`config.mk`:
```
export PLATFORM = sky130hd
export DESIGN_NAME = tdm_slot_extractor
export DESIGN_NICKNAME = d
export VERILOG_FILES = /design/src/rtl/tdm_rx_pkg.sv /design/src/rtl/tdm_frame_ctr.sv /design/src/rtl/tdm_slot_cfg.sv /design/src/rtl/tdm_byte_pack.sv /design/src/rtl/tdm_slot_extractor.sv
export SDC_FILE = /design/constraint.sdc
export NUM_CORES = 1
export LEC_CHECK = 0
export BUFFER_PORTS_ARGS = -buffer_cell sky130_fd_sc_hd__buf_2
export CAP_MARGIN = 10
export CORE_AREA = 8 8 242 244
export CTS_CLUSTER_DIAMETER = 100
export DETAILED_ROUTE_END_ITERATION = 7
export DIE_AREA = 0 0 250 252
export HOLD_SLACK_MARGIN = 0.08
export PLACE_DENSITY_LB_ADDON = 0.12
export SLEW_MARGIN = 25
export SYNTH_ARGS = -nofsm -noshare
export SYNTH_HDL_FRONTEND = slang
export SYNTH_HIERARCHICAL = 1
export SYNTH_SLANG_ARGS = --single-unit
```
`constraint.sdc`:
```
create_clock -name clk_i -period 8.95 [get_ports clk_i]
set_input_delay 1.79 -clock clk_i [delete_from_list [all_inputs] [get_ports clk_i]]
set_output_delay 1.79 -clock clk_i [all_outputs]
set_load 0.1 [all_outputs]
```
`src/rtl/tdm_rx_pkg.sv`:
```
package tdm_rx_pkg;
  typedef enum logic [1:0] {
    CFG_DROP  = 2'b00,
    CFG_FULL  = 2'b01,
    CFG_MSB7  = 2'b10,
    CFG_DROP2 = 2'b11
  } slot_cfg_e;

  typedef enum logic [1:0] {
    FS_24  = 2'd0,
    FS_32  = 2'd1,
    FS_64  = 2'd2,
    FS_128 = 2'd3
  } frame_size_e;

  function automatic int unsigned last_slot(input logic [1:0] fs);
    case (fs)
      FS_24:   return 23;
      FS_32:   return 31;
      FS_64:   return 63;
      default: return 127;
    endcase
  endfunction
endpackage

```
`src/rtl/tdm_frame_ctr.sv`:
```
module tdm_frame_ctr
  import tdm_rx_pkg::*;
#(
  parameter int SLOT_W = 7
) (
  input  logic              clk_i,
  input  logic              rst_ni,
  input  logic              en_i,
  input  logic              bit_vld_i,
  input  logic              chan_i,
  input  logic              sync_i,
  input  logic [1:0]        size_i,
  output logic              proc_o,
  output logic [2:0]        bit_idx_o,
  output logic [SLOT_W-1:0] slot_o,
  output logic              frame_start_o,
  output logic              err_o
);
  logic [2:0]        bit_q;
  logic [SLOT_W-1:0] slot_q;
  logic              fbit_q, synced_q, err_q;

  logic              take, is24, restart, at_start, cur_fbit;
  logic [2:0]        cur_bit;
  logic [SLOT_W-1:0] cur_slot, last;

  always_comb begin
    take     = bit_vld_i & en_i;
    is24     = chan_i & (size_i == FS_24);
    restart  = chan_i & sync_i;
    last     = SLOT_W'(last_slot(size_i));
    at_start = (slot_q == '0) && (bit_q == 3'd0) && (fbit_q == is24);
    cur_fbit = restart ? is24 : fbit_q;
    cur_bit  = restart ? 3'd0 : bit_q;
    cur_slot = restart ? '0   : slot_q;
  end

  always_ff @(posedge clk_i or negedge rst_ni) begin
    if (!rst_ni) begin
      bit_q    <= '0;
      slot_q   <= '0;
      fbit_q   <= 1'b0;
      synced_q <= 1'b0;
      err_q    <= 1'b0;
    end else if (!en_i) begin
      bit_q    <= '0;
      slot_q   <= '0;
      fbit_q   <= 1'b0;
      synced_q <= 1'b0;
      err_q    <= 1'b0;
    end else if (take) begin
      if (restart) synced_q <= 1'b1;
      // late (missing) or early sync once aligned
      if (chan_i && synced_q && (restart != at_start)) err_q <= 1'b1;
      if (cur_fbit) begin
        fbit_q <= 1'b0;
        bit_q  <= 3'd0;
        slot_q <= '0;
      end else if (cur_bit == 3'd7) begin
        bit_q <= 3'd0;
        if (chan_i && cur_slot == last) begin
          slot_q <= '0;
          fbit_q <= is24;
        end else begin
          slot_q <= chan_i ? cur_slot + 1'b1 : '0;
          fbit_q <= 1'b0;
        end
      end else begin
        bit_q  <= cur_bit + 3'd1;
        slot_q <= cur_slot;
        fbit_q <= 1'b0;
      end
    end
  end

  assign proc_o        = take & ~cur_fbit;
  assign bit_idx_o     = cur_bit;
  assign slot_o        = cur_slot;
  assign frame_start_o = take & chan_i & (restart | at_start);
  assign err_o         = err_q;
endmodule

```
`src/rtl/tdm_slot_cfg.sv`:
```
module tdm_slot_cfg #(
  parameter int SLOTS  = 128,
  parameter int SLOT_W = $clog2(SLOTS)
) (
  input  logic              clk_i,
  input  logic              rst_ni,
  input  logic              we_i,
  input  logic [SLOT_W-1:0] waddr_i,
  input  logic [1:0]        wdata_i,
  input  logic              commit_i,
  input  logic [SLOT_W-1:0] raddr_i,
  output logic [1:0]        rdata_o
);
  logic [1:0] shadow_q [SLOTS];
  logic [1:0] live_q   [SLOTS];

  always_ff @(posedge clk_i or negedge rst_ni) begin
    if (!rst_ni) begin
      for (int i = 0; i < SLOTS; i++) shadow_q[i] <= 2'b00;
    end else if (we_i) begin
      shadow_q[waddr_i] <= wdata_i;
    end
  end

  always_ff @(posedge clk_i or negedge rst_ni) begin
    if (!rst_ni) begin
      for (int i = 0; i < SLOTS; i++) live_q[i] <= 2'b00;
    end else if (commit_i) begin
      for (int i = 0; i < SLOTS; i++) live_q[i] <= shadow_q[i];
    end
  end

  assign rdata_o = live_q[raddr_i];
endmodule

```
`src/rtl/tdm_byte_pack.sv`:
```
module tdm_byte_pack
  import tdm_rx_pkg::*;
#(
  parameter int SLOT_W = 7
) (
  input  logic              clk_i,
  input  logic              rst_ni,
  input  logic              proc_i,
  input  logic              data_i,
  input  logic [2:0]        bit_idx_i,
  input  logic [SLOT_W-1:0] slot_i,
  input  logic              chan_i,
  input  logic [1:0]        cfg_i,
  output logic              vld_o,
  output logic [7:0]        byte_o,
  output logic              w7_o,
  output logic [SLOT_W-1:0] slot_o
);
  logic [6:0] sh_q;
  logic [1:0] mode;

  assign mode = chan_i ? cfg_i : CFG_FULL;

  always_ff @(posedge clk_i or negedge rst_ni) begin
    if (!rst_ni) begin
      sh_q   <= '0;
      vld_o  <= 1'b0;
      byte_o <= '0;
      w7_o   <= 1'b0;
      slot_o <= '0;
    end else begin
      vld_o <= 1'b0;
      if (proc_i) begin
        sh_q <= {sh_q[5:0], data_i};
        if (bit_idx_i == 3'd7) begin
          case (mode)
            CFG_FULL: begin
              vld_o  <= 1'b1;
              byte_o <= {sh_q, data_i};
              w7_o   <= 1'b0;
              slot_o <= slot_i;
            end
            CFG_MSB7: begin
              vld_o  <= 1'b1;
              byte_o <= {1'b0, sh_q};
              w7_o   <= 1'b1;
              slot_o <= slot_i;
            end
            default: ;
          endcase
        end
      end
    end
  end
endmodule

```
`src/rtl/tdm_slot_extractor.sv`:
```
module tdm_slot_extractor
  import tdm_rx_pkg::*;
#(
  parameter int SLOTS = 128,
  localparam int SLOT_W = $clog2(SLOTS)
) (
  input  logic              clk_i,
  input  logic              rst_ni,
  input  logic              enable_i,
  input  logic              chan_mode_i,
  input  logic [1:0]        frame_size_i,
  input  logic              bit_vld_i,
  input  logic              data_i,
  input  logic              sync_i,
  input  logic              cfg_we_i,
  input  logic [SLOT_W-1:0] cfg_addr_i,
  input  logic [1:0]        cfg_data_i,
  output logic              byte_vld_o,
  output logic [7:0]        byte_o,
  output logic              byte_7b_o,
  output logic [SLOT_W-1:0] slot_o,
  output logic              sync_err_o
);
  logic              proc, frame_start;
  logic [2:0]        bit_idx;
  logic [SLOT_W-1:0] cur_slot;
  logic [1:0]        slot_cfg;

  tdm_frame_ctr #(.SLOT_W(SLOT_W)) u_ctr (
    .clk_i        (clk_i),
    .rst_ni       (rst_ni),
    .en_i         (enable_i),
    .bit_vld_i    (bit_vld_i),
    .chan_i       (chan_mode_i),
    .sync_i       (sync_i),
    .size_i       (frame_size_i),
    .proc_o       (proc),
    .bit_idx_o    (bit_idx),
    .slot_o       (cur_slot),
    .frame_start_o(frame_start),
    .err_o        (sync_err_o)
  );

  tdm_slot_cfg #(.SLOTS(SLOTS), .SLOT_W(SLOT_W)) u_cfg (
    .clk_i   (clk_i),
    .rst_ni  (rst_ni),
    .we_i    (cfg_we_i),
    .waddr_i (cfg_addr_i),
    .wdata_i (cfg_data_i),
    .commit_i(frame_start),
    .raddr_i (cur_slot),
    .rdata_o (slot_cfg)
  );

  tdm_byte_pack #(.SLOT_W(SLOT_W)) u_pack (
    .clk_i    (clk_i),
    .rst_ni   (rst_ni),
    .proc_i   (proc),
    .data_i   (data_i),
    .bit_idx_i(bit_idx),
    .slot_i   (cur_slot),
    .chan_i   (chan_mode_i),
    .cfg_i    (slot_cfg),
    .vld_o    (byte_vld_o),
    .byte_o   (byte_o),
    .w7_o     (byte_7b_o),
    .slot_o   (slot_o)
  );
endmodule

```
==> run_results.csv <==
group,metric,value,unit
status,status,"completed",
floorplan,num_rows,86,
clock_tree,clockBufferDepth,3,
clock_tree,cts_buffers,60,
clock_tree,post_cts_buffers,0,
floorplan,die_w,250,um
floorplan,start_util,0.434,
placed_design,placed_cell_area,24600,sq um
worst_setup_path,end_kind,"flop",
drt,drc,0,
synthesis,syn_area_per_cell,14.7,sq um
floorplan,core_area,54700,sq um
worst_setup_path,crit_path_end,"u_pack/byte_o[2]",
placed_design,io_buffers,36,
flow_run,maxCapViolCount,0,
power_and_ir_drop,p_per_area,218,nW/um^2
clock_tree,ctsResizeCount,0,
timing,hold_viol,0,
timing,fin_skew,17.5,ps
drt,firstDrtPassIters,4,
synthesis,syn_area,23700,sq um
cells_and_area,final_util,0.487,
global_routing,grt_pass1_wl,87200,um
timing,rsz0062_at_grt,"no",
cells_and_area,syn_to_final_growth,12.1,%
timing,period_share,0.714,
clock_tree,cts_tree,"built",
clock_tree,clock-sinks,549,
drt,ant_nets,0,
global_routing,antenna_found_initial,1,
placed_design,hpwlAfterDp,33600,um
timing,min_period,6390,ps
synthesis,synthCells,1610,
placed_design,place_inst,2267,
synthesis,synth_nets,1634,
cells_and_area,fin_nets,1651,
worst_setup_path,startpoint,"chan_mode_i",
worst_setup_path,arrival,6880,ps
cells_and_area,fin_area,26600,sq um
floorplan,boundaryPins,37,
cells_and_area,stdcell_count,2372,
clock_tree,htree_num_levels,2,
timing,worst_pin_slew,1050,ps
power_and_ir_drop,p_leak,0.0126,uW
synthesis,async_flop_share,1.00,
clock_tree,cts_hold_buffers,0,
drt,wl_per_cell,23.1,um
worst_setup_path,timing.rr.start,"u_ctr/slot_q[2]",
cells_and_area,diodes,0,
worst_hold_path,hp-class,"flop to flop",
worst_setup_path,reg2reg_depth,13,
worst_setup_path,ff2ff_setup_slack,3920,ps
drt,vias,13224,
timing,relSlewSlack,0.297,
timing,fin_tns_setup,0,ps
synthesis,synth_ff_type,"dfrtp_1",
worst_setup_path,worstPathRequired,9440,ps
global_routing,overflow,0,
timing,fmax,156,MHz
worst_setup_path,path_max_fanout,20,
floorplan,die_area,63000,sq um
synthesis,ys_seq_area_frac,0.579,
global_routing,grt_max_degree,181,
clock_tree,clock-root-buffer,"clkbuf_16",
worst_setup_path,setup.worst_path.start_class,"input pin",
worst_hold_path,hold_depth,1,
floorplan,die_y,252,um
timing,drv_slew,0,
drt,drt-total-wl,54900,um
synthesis,synth_cell_types,52,
global_routing,grt_util_all_layers,0.177,
cells_and_area,drive_gt1_frac,0.459,
cells_and_area,fillers,4743,
worst_setup_path,r2r-end,"u_pack/byte_o[2]",
placed_design,globalplace.congestion,0.756,
synthesis,yosysWarnings,6,
timing,finalSetupViolCount,0,
global_routing,grt_pass1_vias,14305,
clock_tree,insertion_delay,610,ps
drt,via_per_inst,5.58,
clock_tree,clkTransAtPathRegs,60,ps
synthesis,synth_edf_count,0,
drt,first_iter_violations,737,
power_and_ir_drop,ir_worst_vdd,0.000145,V
worst_setup_path,worst-setup-path-type,"input pin to flop",
synthesis,ys_ff_latch,549,
-- worst max-delay path, cell delays in order --
cell and delay (ps):
buf_2 170, nand2_1 450, and2_2 670, buf_4 400
buf_4 360, mux4_2 350, mux4_2 450, o22ai_1 290
nor3_1 100, or4_1 460, nor2b_1 140, ha_1 270
nor2b_4 140, nand4_4 360, mux2_4 450
-- metal layers --
metal / vias up / wire length, um / global-route usage
li1: 5880 / - / -
met1: 7059 / 25800 / 0.244
met2: 187 / 25600 / 0.284
met3: 96 / 1920 / 0.0320
met4: 2 / 1550 / 0.0522
met5: - / 13 / 0
-- final cells by class --
| class | count | area, sq um | area share |
|---|---|---|---|
| Sequential cell | 549 | 13700 | 0.516 |
| Multi-Input combinational cell | 955 | 9580 | 0.360 |
| Clock buffer | 95 | 1860 | 0.0701 |
| Tap cell | 704 | 881 | 0.0331 |
| Timing Repair Buffer | 58 | 442 | 0.0166 |
| Clock inverter | 8 | 92.6 | 0.00348 |
| Inverter | 3 | 11.3 | 0.000423 |
-- state kept, by name (all words and copies together) (netlist names) --
signal,flops
u_pack/vld_o,1
u_ctr/slot_q,7
u_ctr/fbit_q,1
u_ctr/err_o,1
u_cfg/shadow_q,256
u_pack/slot_o,7
u_pack/w7_o,1
u_cfg/live_q,256
u_ctr/synced_q,1
u_pack/byte_o,8
u_pack/sh_q,7
u_ctr/bit_q,3
-- stage by stage --
| step | total power [uW] | hold slack, ps | setup slack, ps |
|---|---|---|---|
| after floorplan | 3210 | 472 | 3020 |
| after global placement | 3400 | 479 | 2020 |
| after detailed placement | 3420 | 485 | 1910 |
| after CTS | 5900 | 492 | 2570 |
| after global routing | 6070 | 506 | 2350 |
| final | 5800 | 489 | 2560 |
-- Yosys cell counts, types with 6 or more instances --
cell type,number,area share
nand2_1,95,0.015
buf_1,6,0.00095
mux4_1,9,0.010
nand4_1,7,0.0018
mux2_2,541,0.26
mux4_2,47,0.045
clkbuf_1,81,0.013
o21ai_1,6,0.0013
nor4_1,13,0.0034
nor2b_1,11,0.0029
a21oi_1,8,0.0017
nand3_1,10,0.0021
o22ai_1,8,0.0021
mux2i_1,32,0.013
a22oi_1,20,0.0063
mux2_4,9,0.0057
buf_2,9,0.0019
nand2b_1,10,0.0026
nor2_1,57,0.0090
and2_1,12,0.0032
nor3_1,17,0.0036
dfrtp_1,549,0.58
-- how the worst min path moves through the flow --
stage                             start                   to  slack [ps]
detailed placement  u_cfg/shadow_q[150]    u_cfg/live_q[150]         490
global placement    u_cfg/shadow_q[220]    u_cfg/live_q[220]         480
floorplan             u_cfg/live_q[120]    u_cfg/live_q[120]         470
CTS                  u_cfg/shadow_q[96]     u_cfg/live_q[96]         490
finish               u_cfg/shadow_q[96]     u_cfg/live_q[96]         490
global route        u_cfg/shadow_q[119]  u_cfg/shadow_q[119]         510
-- where the power goes --
group	internal [uW]	switching, uW
sequential	2730	144
clock	1460	973
combinational	272	221
-- layout by cell type (no fill, tap or decap), types with 8 or more instances in the layout --
master	count
nor3_1	14
clkbuf_8	21
dfrtp_1	549
and2_1	9
nor2b_1	11
mux4_1	9
clkbuf_16	61
a22oi_1	20
nand2_1	95
nand3_1	10
buf_2	33
clkbuf_1	13
mux2_4	9
mux4_2	47
o22ai_1	8
a21oi_1	8
nand2b_1	10
nor4_1	12
mux2i_1	32
nor2_1	54
buf_4	16
mux2_2	541
-- cell families after synthesis --
logic type	count (synthesis)	synth area share
buffers and inverters	106	0.0194
DFF	549	0.579
muxes	638	0.330
and+or+nand+nor	249	0.0496
AOI/OAI and AO/OA	60	0.0179
xor gates and xnor gates	3	0.00111
adders and majority gates	5	0.00264
No activity file was read; power rests on OpenSTA's default activity.
